==> src/rtl/dps_pkg.sv <==
package dps_pkg;
  localparam int BYTE_W = 8;
  localparam logic [3:0] TYPE_CODE = 4'b0101;

  localparam logic [3:0] OPC_RD_WCR   = 4'b1001;
  localparam logic [3:0] OPC_WR_WCR   = 4'b1010;
  localparam logic [3:0] OPC_RD_DR    = 4'b1011;
  localparam logic [3:0] OPC_WR_DR    = 4'b1100;
  localparam logic [3:0] OPC_DR2WCR   = 4'b1101;
  localparam logic [3:0] OPC_WCR2DR   = 4'b1110;
  localparam logic [3:0] OPC_G_DR2WCR = 4'b0001;
  localparam logic [3:0] OPC_G_WCR2DR = 4'b1000;
  localparam logic [3:0] OPC_STEP     = 4'b0010;

  typedef enum logic [1:0] {FR_SHORT, FR_WRITE, FR_READ, FR_STEP} frame_t;
  typedef enum logic [2:0] {ST_IDLE, ST_ADDR, ST_CMD, ST_WDATA, ST_RDATA, ST_STEP, ST_HOLD} st_t;
endpackage

==> src/rtl/dps_line_sampler.sv <==
module dps_line_sampler #(
  parameter int SYNC_STAGES = 2
) (
  input  logic clk,
  input  logic rst_n,
  input  logic scl_i,
  input  logic sda_i,
  output logic scl_lvl,
  output logic sda_lvl,
  output logic scl_rise,
  output logic scl_fall,
  output logic start_evt,
  output logic stop_evt
);
  logic [SYNC_STAGES-1:0] scl_sh, sda_sh;
  logic scl_prev, sda_prev;

  always_ff @(posedge clk or negedge rst_n) begin
    if (!rst_n) begin
      scl_sh   <= '1;
      sda_sh   <= '1;
      scl_prev <= 1'b1;
      sda_prev <= 1'b1;
    end else begin
      scl_sh   <= {scl_sh[SYNC_STAGES-2:0], scl_i};
      sda_sh   <= {sda_sh[SYNC_STAGES-2:0], sda_i};
      scl_prev <= scl_lvl;
      sda_prev <= sda_lvl;
    end
  end

  assign scl_lvl   = scl_sh[SYNC_STAGES-1];
  assign sda_lvl   = sda_sh[SYNC_STAGES-1];
  assign scl_rise  = scl_lvl & ~scl_prev;
  assign scl_fall  = ~scl_lvl & scl_prev;
  assign start_evt = scl_lvl & scl_prev & sda_prev & ~sda_lvl;
  assign stop_evt  = scl_lvl & scl_prev & ~sda_prev & sda_lvl;
endmodule

==> src/rtl/dps_cmd_decode.sv <==
module dps_cmd_decode
  import dps_pkg::*;
(
  input  logic [3:0] opc,
  output logic       valid,
  output frame_t     frame,
  output logic       nv
);
  always_comb begin
    valid = 1'b1;
    frame = FR_SHORT;
    nv    = 1'b0;
    case (opc)
      OPC_RD_WCR, OPC_RD_DR:  frame = FR_READ;
      OPC_WR_WCR:             frame = FR_WRITE;
      OPC_WR_DR:              begin frame = FR_WRITE; nv = 1'b1; end
      OPC_DR2WCR, OPC_G_DR2WCR: frame = FR_SHORT;
      OPC_WCR2DR, OPC_G_WCR2DR: nv = 1'b1;
      OPC_STEP:               frame = FR_STEP;
      default:                valid = 1'b0;
    endcase
  end
endmodule

==> src/rtl/dps_busy_timer.sv <==
module dps_busy_timer #(
  parameter int BUSY_CYCLES = 1_000_000
) (
  input  logic clk,
  input  logic rst_n,
  input  logic load,
  output logic busy
);
  localparam int CW = $clog2(BUSY_CYCLES + 1);
  logic [CW-1:0] cnt;

  always_ff @(posedge clk or negedge rst_n) begin
    if (!rst_n)            cnt <= '0;
    else if (load)         cnt <= CW'(BUSY_CYCLES);
    else if (cnt != '0)    cnt <= cnt - 1'b1;
  end

  assign busy = (cnt != '0);
endmodule

==> src/rtl/dps_serial_slave.sv <==
module dps_serial_slave
  import dps_pkg::*;
#(
  parameter int BUSY_CYCLES = 1_000_000,
  parameter int SYNC_STAGES = 2
) (
  input  logic       clk,
  input  logic       rst_n,
  input  logic       scl_i,
  input  logic       sda_i,
  output logic       sda_pull_o,
  input  logic [3:0] dev_addr_i,
  output logic       req_valid_o,
  input  logic       req_ready_i,
  output logic [3:0] req_opc_o,
  output logic [1:0] req_pot_o,
  output logic [1:0] req_reg_o,
  output logic       req_up_o,
  output logic [7:0] req_wdata_o,
  input  logic [7:0] rd_data_i,
  output logic       nv_busy_o
);
  localparam int CNT_W = $clog2(BYTE_W + 1);
  localparam logic [CNT_W-1:0] LAST_BIT = CNT_W'(BYTE_W - 1);
  localparam logic [CNT_W-1:0] ACK_SLOT = CNT_W'(BYTE_W);

  logic scl_lvl, sda_lvl, scl_rise, scl_fall, start_evt, stop_evt;

  dps_line_sampler #(.SYNC_STAGES(SYNC_STAGES)) u_samp (
    .clk(clk), .rst_n(rst_n), .scl_i(scl_i), .sda_i(sda_i),
    .scl_lvl(scl_lvl), .sda_lvl(sda_lvl), .scl_rise(scl_rise),
    .scl_fall(scl_fall), .start_evt(start_evt), .stop_evt(stop_evt)
  );

  st_t               st;
  logic [CNT_W-1:0]  bitcnt;
  logic [BYTE_W-1:0] shreg;
  logic [BYTE_W-1:0] byte_in;
  logic              ack_ok, pending, rd_wait, nv_q;
  logic [3:0]        opc_q;
  logic [1:0]        pot_q, reg_q;
  logic [BYTE_W-1:0] wdata_q;
  frame_t            frame_q;
  logic              dec_valid, dec_nv;
  frame_t            dec_frame;
  logic              nv_start;

  assign byte_in = {shreg[BYTE_W-2:0], sda_lvl};

  dps_cmd_decode u_dec (
    .opc(byte_in[7:4]), .valid(dec_valid), .frame(dec_frame), .nv(dec_nv)
  );

  assign nv_start = stop_evt & pending & nv_q;

  dps_busy_timer #(.BUSY_CYCLES(BUSY_CYCLES)) u_busy (
    .clk(clk), .rst_n(rst_n), .load(nv_start), .busy(nv_busy_o)
  );

  always_ff @(posedge clk or negedge rst_n) begin
    if (!rst_n) begin
      st <= ST_IDLE;  bitcnt <= '0;  shreg <= '0;
      ack_ok <= 1'b0; pending <= 1'b0; rd_wait <= 1'b0; nv_q <= 1'b0;
      opc_q <= '0; pot_q <= '0; reg_q <= '0; wdata_q <= '0; frame_q <= FR_SHORT;
      sda_pull_o <= 1'b0; req_valid_o <= 1'b0; req_opc_o <= '0;
      req_pot_o <= '0; req_reg_o <= '0; req_up_o <= 1'b0; req_wdata_o <= '0;
    end else begin
      if (req_valid_o && req_ready_i) begin
        req_valid_o <= 1'b0;
        if (rd_wait) begin
          shreg   <= rd_data_i;
          rd_wait <= 1'b0;
        end
      end

      if (start_evt) begin
        st <= ST_ADDR;  bitcnt <= '0;  sda_pull_o <= 1'b0;
        pending <= 1'b0; ack_ok <= 1'b0;
      end else if (stop_evt) begin
        st <= ST_IDLE;  sda_pull_o <= 1'b0;  pending <= 1'b0;
        if (pending) begin
          req_valid_o <= 1'b1; req_opc_o <= opc_q; req_pot_o <= pot_q;
          req_reg_o <= reg_q;  req_wdata_o <= wdata_q; req_up_o <= 1'b0;
        end
      end else if (scl_rise) begin
        case (st)
          ST_ADDR, ST_CMD, ST_WDATA: begin
            if (bitcnt == ACK_SLOT) begin
              bitcnt <= '0;
              if (!ack_ok) st <= ST_HOLD;
              else if (st == ST_ADDR) st <= ST_CMD;
              else if (st == ST_WDATA) begin st <= ST_HOLD; pending <= 1'b1; end
              else begin
                case (frame_q)
                  FR_WRITE: st <= ST_WDATA;
                  FR_READ:  st <= ST_RDATA;
                  FR_STEP:  st <= ST_STEP;
                  default:  begin st <= ST_HOLD; pending <= 1'b1; end
                endcase
              end
            end else begin
              shreg  <= byte_in;
              bitcnt <= bitcnt + 1'b1;
              if (bitcnt == LAST_BIT) begin
                if (st == ST_ADDR) begin
                  ack_ok <= (byte_in == {TYPE_CODE, dev_addr_i}) && !nv_busy_o;
                end else if (st == ST_CMD) begin
                  ack_ok <= dec_valid;  opc_q <= byte_in[7:4];
                  pot_q <= byte_in[3:2]; reg_q <= byte_in[1:0];
                  frame_q <= dec_frame;  nv_q <= dec_nv;
                  if (dec_valid && dec_frame == FR_READ) begin
                    req_valid_o <= 1'b1; req_opc_o <= byte_in[7:4];
                    req_pot_o <= byte_in[3:2]; req_reg_o <= byte_in[1:0];
                    req_up_o <= 1'b0; rd_wait <= 1'b1;
                  end
                end else begin
                  ack_ok  <= 1'b1;
                  wdata_q <= byte_in;
                end
              end
            end
          end
          ST_RDATA: begin
            if (bitcnt == ACK_SLOT) begin
              st <= ST_HOLD; bitcnt <= '0;
            end else begin
              shreg  <= {shreg[BYTE_W-2:0], 1'b0};
              bitcnt <= bitcnt + 1'b1;
            end
          end
          ST_STEP: begin
            req_valid_o <= 1'b1; req_opc_o <= opc_q; req_pot_o <= pot_q;
            req_reg_o <= reg_q;  req_up_o <= sda_lvl;
          end
          default: ;
        endcase
      end else if (scl_fall) begin
        if (bitcnt == ACK_SLOT && (st == ST_ADDR || st == ST_CMD || st == ST_WDATA))
          sda_pull_o <= ack_ok;
        else if (st == ST_RDATA && bitcnt < ACK_SLOT)
          sda_pull_o <= ~shreg[BYTE_W-1];
        else
          sda_pull_o <= 1'b0;
      end
    end
  end
endmodule

==> config.mk <==
export PLATFORM = sky130hd
export DESIGN_NAME = dps_serial_slave
export DESIGN_NICKNAME = d
export VERILOG_FILES = /design/src/rtl/dps_pkg.sv /design/src/rtl/dps_line_sampler.sv /design/src/rtl/dps_cmd_decode.sv /design/src/rtl/dps_busy_timer.sv /design/src/rtl/dps_serial_slave.sv
export SDC_FILE = /design/constraint.sdc
export NUM_CORES = 1
export LEC_CHECK = 0
export ABC_AREA = 1
export ABC_CLOCK_PERIOD_IN_PS = 2900
export BUFFER_PORTS_ARGS = -buffer_cell sky130_fd_sc_hd__buf_4
export CELL_PAD_IN_SITES_DETAIL_PLACEMENT = 1
export CELL_PAD_IN_SITES_GLOBAL_PLACEMENT = 2
export CORE_ASPECT_RATIO = 0.9
export CORE_MARGIN = 2
export CORE_UTILIZATION = 38
export DETAILED_ROUTE_END_ITERATION = 7
export HOLD_SLACK_MARGIN = 0.1
export PLACE_DENSITY = 0.86
export REMOVE_ABC_BUFFERS = 1
export SYNTH_ARGS = -nofsm -noshare
export SYNTH_HDL_FRONTEND = slang
export SYNTH_SLANG_ARGS = --single-unit
export TNS_END_PERCENT = 10
==> constraint.sdc <==
create_clock -name clk -period 2.9 [get_ports clk]
set_input_delay 0.145 -clock clk [delete_from_list [all_inputs] [get_ports clk]]
set_output_delay 0.145 -clock clk [all_outputs]
set_load 0.03 [all_outputs]
## Word level (Yosys, flattened, before mapping)

Index checks and enable logic that the tools add are counted.

- Output and inout bits: 20
- Bits of input ports: 17
- Logic and storage cells: 226
- Register bits: 82

- Add/subtract/negate cells: 2
- Mux-type cells: 108
- Eq/ne operators: 34
- Reductions and logical operators: 38
- Bitwise operators: 19
- Magnitude comparators: 1

Operator list:

| cell | number |
|---|---|
| 8-bit 2-to-1 mux | 7 |
| 1-bit 2-to-1 mux | 53 |
| 4-bit 2-to-1 mux | 13 |
| 20-bit 2-to-1 mux | 2 |
| 4-bit == test (second input constant) | 8 |
| 2-bit 2-to-1 mux | 16 |
| 3-bit 2-to-1 mux | 8 |
| 20-bit nonzero test | 1 |
| 20-bit by 1-bit subtractor with 20-bit output (second input constant) | 1 |
| 3-bit != test (second input constant) | 6 |
| 3-bit nonzero test | 6 |
| 8-bit case mux with 2 select lines | 1 |
| 8-bit AND reduction | 2 |
| 2-bit nonzero test | 6 |
| 1-bit inverter | 10 |
| 1-bit AND | 9 |
| 3-bit case mux with 3 select lines | 1 |
| 9-bit AND reduction | 1 |
| 3-bit OR reduction | 3 |
| 9-bit OR reduction | 1 |
| 8-bit by 7-bit == test with 1-bit output | 1 |
| 4-bit != test (second input constant) | 2 |
| 2-bit case mux with 2 select lines | 2 |
| 4-bit case mux with 2 select lines | 1 |
| 28 further kinds | 41 |

## Depth between registers and ports, before layout

- Depth after elaboration: 14
- Depth in mapped cells: 11
- Mapped depth without buffers: 10

## Modules after synthesis

Synthesis repeated with hierarchy kept, for this count alone.

- Cells, all modules: 546
- Area, all modules: 4341.7 sq um

By module, submodules not included:

| module | instances | sequential area each (sq um) | cells an instance | area an instance (sq um) |
|---|---|---|---|---|
| dps_serial_slave | 1 | 1401.3 | 312 | 2736.4 |
| dps_busy_timer | 1 | 500.5 | 200 | 1330.0 |
| dps_line_sampler | 1 | 157.7 | 17 | 198.9 |
| dps_cmd_decode | 1 | 0.0 | 17 | 76.3 |

## Worst setup path after synthesis

OpenSTA, ideal clock, no wires.

- Path type: register to register
- Start: register u_busy.cnt[0]
- End: register u_busy.cnt[18]
- Data required time: 2.770 ns
- Clock period less this slack: 1.830 ns
- Stages on the path, launching flop included: 9
- Setup time: 0.130 ns
- Buffers on the path: 1
- Arrival: 1.701 ns
- Slack: 1.070 ns
- Cells stage by stage: dfrtp_1 inv_1 ha_1 buf_2 nand2_1 nor2_1 nand4_1 nand3b_1 nand3_1

- Elaborated cells between the ends (all ways): 5
- Those cells by class: add/sub: 1; mux: 2; reduce/logical: 2

RTL lines:

| item | RTL line | RTL |
|---|---|---|
| from (decl) | dps_busy_timer.sv:10 | `logic [CW-1:0] cnt;` |
| from (signal assigned) | dps_busy_timer.sv:14 | `else if (load) cnt <= CW'(BUSY_CYCLES);` |
| from (signal assigned) | dps_busy_timer.sv:15 | `else if (cnt != '0) cnt <= cnt - 1'b1;` |
| 20-bit nonzero test | n/a |  |
| net nv_busy_o | dps_serial_slave.sv:21 | `output logic nv_busy_o` |
| 2-bit nonzero test (no source line) | n/a |  |

The timed path passes the listed nets, and every way through them passes these cells. The select of a mux whose other input is x is not followed.
A chain may end at the register's enable or synchronous reset.

## Worst setup path in the final report

- Start: register u_busy.cnt[0]
- End: output port nv_busy_o

- Cells in the longest elaborated chain, start to end: 1

Ends and longest elaborated chain:

| item | RTL line | RTL |
|---|---|---|
| 20-bit nonzero test | dps_busy_timer.sv:18 | `assign busy = (cnt != '0);` |
| to (decl) | dps_serial_slave.sv:21 |  |

Every way passes these cells.

==> flow_summary.html <==
<table>
<tr><th>Metric</th><th>Value</th></tr>
<tr><th colspan="2">Drt</th></tr>
<tr><td>Violation count after the first detailed-route iteration</td><td>122</td></tr>
<tr><td>Residual DRC</td><td>0</td></tr>
<tr><td>Remaining number of nets flagged by the antenna check after routing</td><td>0</td></tr>
<tr><td>Number of iterations in the first detailed-routing pass</td><td>4</td></tr>
<tr><td>Via count</td><td>3611</td></tr>
<tr><td>Average wire length per cell after detail routing</td><td>15.7 um</td></tr>
<tr><td>Aggregate routed wire length</td><td>11.0 mm</td></tr>
<tr><td>Detailed-route vias per instance</td><td>between 5 and 6</td></tr>
<tr><th colspan="2">Placement</th></tr>
<tr><td>Setup WS pre-CTS</td><td>0.943 ns</td></tr>
<tr><td>Placer's final routability congestion estimate</td><td>approximately 0.86</td></tr>
<tr><td>Cell total after placement</td><td>681</td></tr>
<tr><td>Final HPWL from detailed placement</td><td>7.95 mm</td></tr>
<tr><td>Quantity of I/O buffers inserted on ports</td><td>36</td></tr>
<tr><th colspan="2">Setup path</th></tr>
<tr><td>Critical Path Sink Type</td><td>output port</td></tr>
<tr><td>Data arrival time at the worst-slack endpoint</td><td>approximately 2.2 ns</td></tr>
<tr><td>Max incr delay on CP</td><td>0.45 ns</td></tr>
<tr><td>Number of buffers and inverters on the critical path</td><td>2</td></tr>
<tr><td>Type of the worst setup path</td><td>register to output port</td></tr>
<tr><td>Req. time, crit path</td><td>about 2.8 ns</td></tr>
<tr><td>Cell Chain, Critical Path</td><td>inv_1 &gt; ha_1 &gt; nand2_1 &gt; nor2_1 &gt; nand4_1 &gt; buf_4</td></tr>
<tr><td>Largest driver fanout on the critical path</td><td>9</td></tr>
<tr><td>Element type at the critical path start</td><td>register</td></tr>
<tr><td>Highest-delay cell along the critical path</td><td>ha_1</td></tr>
<tr><td>Top Family by Delay on Critical Path</td><td>simple AND/OR/NAND/NOR gates</td></tr>
<tr><th colspan="2">Power</th></tr>
<tr><td>Switch share</td><td>31.8%</td></tr>
<tr><td>Power density cells</td><td>625 nW/um^2</td></tr>
<tr><td>Total leakage power</td><td>2.65 nW</td></tr>
<tr><td>Part of the total power dissipated in combinational logic</td><td>18.8%</td></tr>
<tr><td>Internal portion of total power</td><td>2.11 mW</td></tr>
<tr><td>Switching power total</td><td>985 uW</td></tr>
<tr><td>Flop pwr share</td><td>42.9%</td></tr>
<tr><td>Clk network pwr share</td><td>a little under two fifths</td></tr>
<tr><td>Peak supply drop</td><td>0.474 mV</td></tr>
<tr><th colspan="2">Status</th></tr>
<tr><td>Status</td><td>finished clean</td></tr>
<tr><th colspan="2">Synth</th></tr>
<tr><td>Dominant combinational cell family by area after synthesis</td><td>simple AND/OR/NAND/NOR gates</td></tr>
<tr><td>Number of standard cells after synthesis</td><td>520</td></tr>
<tr><td>Count of yosys warnings during synthesis</td><td>0</td></tr>
<tr><td>Distinct cell type count of the synthesized netlist</td><td>37</td></tr>
<tr><td>Post-synthesis simple-gate area fraction</td><td>30.7%</td></tr>
<tr><td>Post-Syn Area</td><td>4210 sq um</td></tr>
<tr><td>Mux share of post-synthesis cell area</td><td>under 10%</td></tr>
<tr><td>Count of state elements after synthesis</td><td>between 80 and 90</td></tr>
<tr><td>Post-synthesis compound-gate area fraction</td><td>9.12%</td></tr>
<tr><td>Arithmetic-cell share of the synthesized area counting full adders, half adders and majority gates</td><td>less than 1%</td></tr>
<tr><td>Sequential element share of the synthesized area</td><td>48.9%</td></tr>
<tr><td>Avg Cell Area, Syn</td><td>8.10 sq um</td></tr>
<tr><td>Share of the synthesized netlist area taken by xor and xnor gates</td><td>under 10%</td></tr>
<tr><th colspan="2">Finish</th></tr>
<tr><td>Area added between synthesis and finish</td><td>17.4%</td></tr>
<tr><td>Net count of the finished layout</td><td>583</td></tr>
<tr><td>Ant. Diodes</td><td>0</td></tr>
<tr><td>Most frequent cells in the layout</td><td>131 x nand2_1, 76 x dfrtp_1, 56 x nor2_1</td></tr>
<tr><td>Final instance count without filler cells</td><td>701</td></tr>
<tr><td>Fraction of final layout cells with drive strength greater than 1</td><td>between 10% and 20%</td></tr>
<tr><td>Commonest non-fill, non-tap cell in the layout</td><td>nand2_1</td></tr>
<tr><th colspan="2">GRT</th></tr>
<tr><td>Maximum number of pins on one net before global-route repair</td><td>83</td></tr>
<tr><td>Leftover overflow at the end of global routing</td><td>0</td></tr>
<tr><td>Number of antenna violations at the first check in global routing</td><td>0</td></tr>
<tr><td>Number of global-route vias before repair</td><td>3665</td></tr>
<tr><td>Global-route usage over all layers</td><td>between 10% and 20%</td></tr>
<tr><td>Global-route wire length before repair</td><td>18.5 mm</td></tr>
<tr><th colspan="2">Floorplanning</th></tr>
<tr><td>I/O pin total</td><td>37</td></tr>
<tr><td>Placeable core region</td><td>roughly 11000 sq um</td></tr>
<tr><td>Area enclosed by the die boundary</td><td>about 12000 sq um</td></tr>
<tr><td>Cell Rows</td><td>36</td></tr>
<tr><td>Starting density of the core</td><td>39.0%</td></tr>
<tr><td>Die height</td><td>104 um</td></tr>
<tr><td>Die width</td><td>115 um</td></tr>
<tr><th colspan="2">Timing</th></tr>
<tr><td>Final Worst Setup Slack</td><td>0.609 ns</td></tr>
<tr><td>Share of the cycle needed by the critical path after routing</td><td>between 70% and 80%</td></tr>
<tr><td>Min Clock Period, post-route</td><td>2.29 ns</td></tr>
<tr><td>Worst clock skew on the final layout</td><td>approximately 0.0084 ns</td></tr>
<tr><td>Pin slew with the least headroom to its limit</td><td>1.06 ns</td></tr>
<tr><td>Setup repair after global routing missed its margin</td><td>false</td></tr>
<tr><td>Worst relative slew slack</td><td>29.3%</td></tr>
<tr><td>Setup total negative slack</td><td>0 ns</td></tr>
<tr><td>Number of max-slew violations in the final report</td><td>0</td></tr>
<tr><td>Final-report setup violation count</td><td>0</td></tr>
<tr><td>Final hold violations</td><td>0</td></tr>
<tr><td>FMAX</td><td>~0.44 GHz</td></tr>
<tr><th colspan="2">Hold path</th></tr>
<tr><td>Path category of the worst min-delay check</td><td>primary input to register</td></tr>
<tr><th colspan="2">Clocking</th></tr>
<tr><td>TritonCTS Buffers</td><td>9</td></tr>
<tr><td>Number of setup buffers added after CTS</td><td>0</td></tr>
<tr><td>Maximum level of the CTS H-tree</td><td>3</td></tr>
<tr><td>CTS sink count</td><td>between 80 and 90</td></tr>
<tr><td>Clock Tree Buf Depth</td><td>2</td></tr>
<tr><td>Root buffer cell</td><td>clkbuf_16</td></tr>
<tr><td>Source-to-sink clock delay at the later pin of the worst-skew pair</td><td>roughly 0.34 ns</td></tr>
<tr><td>Clock tree from TritonCTS</td><td>yes</td></tr>
<tr><td>Clock Pin Slew Worst Setup and Hold Paths</td><td>around 0.06 ns</td></tr>
<tr><th colspan="2">Run</th></tr>
<tr><td>Number of violations of the max-capacitance limit</td><td>0</td></tr>
</table>
[synth_stat cells, drive strengths merged]
| cell type | number | share of area (%) |
|---|---|---|
| nand2 | 142 | 14 |
| dfrtp | 76 | 45 |
| nor2 | 66 | 7.1 |
| inv | 61 | 5.4 |
| nand3 | 55 | 7.0 |
| o21ai | 54 | 7.1 |
| nand4 | 11 | 1.6 |
| mux2 | 8 | 2.1 |
| buf | 7 | 1.1 |
| dfstp | 6 | 3.7 |
| nor3 | 5 | 0.59 |
| xnor2 | 4 | 0.83 |
| xor2 | 4 | 0.83 |
| a21oi | 3 | 0.36 |
| ha | 3 | 0.89 |
| nand3b | 3 | 0.53 |
| a31oi | 2 | 0.30 |
| o211ai | 2 | 0.36 |
| o22ai | 2 | 0.45 |
| a21boi | 1 | 0.18 |
| a21o | 1 | 0.18 |
| a22oi | 1 | 0.18 |
| and2 | 1 | 0.15 |
| clkbuf | 1 | 0.089 |
| nor4 | 1 | 0.15 |
[worst paths after layout]
kind	cells after the start	slack [ns]	start	end
max in group asynchronous	2	1.69	rst_n	req_wdata_o[0]$_DFFE_PN0P_
min reg2reg	0	0.36	u_samp.sda_sh[0]$_DFF_PN1_	u_samp.sda_sh[1]$_DFF_PN1_
max	6	0.61	u_busy.cnt[0]$_DFFE_PN0P_	nv_busy_o
min	5	0.13	rd_data_i[1]	shreg[1]$_DFF_PN0_
max reg2reg	9	0.93	u_busy.cnt[0]$_DFFE_PN0P_	u_busy.cnt[14]$_DFFE_PN0P_
min in group asynchronous	2	0.54	rst_n	ack_ok$_DFFE_PN0P_
[flip-flops by register name, summed over array words and instances, names as in the netlist, 3 cells and up]
register     flops
opc_q            4
st               3
req_wdata_o      8
wdata_q          8
shreg            8
req_opc_o        4
bitcnt           4
u_busy.cnt      20
[metal layers]
metal | track usage [%] | up-vias | wire length [um]
met5 | 0 | - | 0
met4 | 5.16 | 0 | 131
met3 | 3.85 | 12 | 262
met2 | 31.0 | 42 | 5080
met1 | 28.1 | 1779 | 5520
li1 | - | 1778 | -
[worst register-to-register path, cell delays in order, from the launching register on]
cell and delay [ns]:
dfrtp_1 0.41, inv_1 0.15, ha_1 0.45, nand2_4 0.12, nor2_4 0.14, nand3_2 0.16, nor2_4 0.29, inv_2 0.06
nand2_1 0.06, inv_1 0.04
[power by group through the flow]
stage	clock [mW]	combinational, mW	sequential (mW)
after floorplan	0	0.377	1.34
after global routing	1.25	0.660	1.34
after global placement	0	0.562	1.34
after detailed placement	0	0.581	1.35
final	1.18	0.581	1.33
after CTS	1.22	0.587	1.33
[layout make-up]
| type | count | area [sq um] |
|---|---|---|
| Clock buffer | 9 | 225 |
| Clock inverter | 7 | 83.8 |
| Fill cell | 1329 | 5860 |
| Inverter | 61 | 229 |
| Multi-Input combinational cell | 369 | 1870 |
| Sequential cell | 82 | 2060 |
| Tap cell | 133 | 166 |
| Timing Repair Buffer | 40 | 310 |
[metrics by stage]
stage                     power [mW]  cell area [sq um]  util (%)  hold WS [ns]
after global placement          1.90               4600      42.5         0.254
after CTS                       3.13               4950      45.8         0.112
after detailed placement        1.93               4600      42.5         0.255
final                           3.09               4950      45.8         0.126
after floorplan                 1.72               4160         -        -0.151
after global routing            3.26               4950      45.8         0.135
[cells by family (layout without fill, tap and decap cells)]
family,after synthesis,count (layout)
muxes,8,8
AOI/OAI and AO/OA,66,66
and+or+nand+nor,284,284
adders and majority gates,3,3
DFF,82,82
xor gates and xnor gates,8,8
buffers and inverters,69,117
[what timing repair did]
| item | in CTS | in global routing |
|---|---|---|
| hold endpoints to repair | 80 | 0 |
| gates resized for setup | 0 | 0 |
| hold buffers | 4 | 0 |
Power figures use the tool's default switching activity.
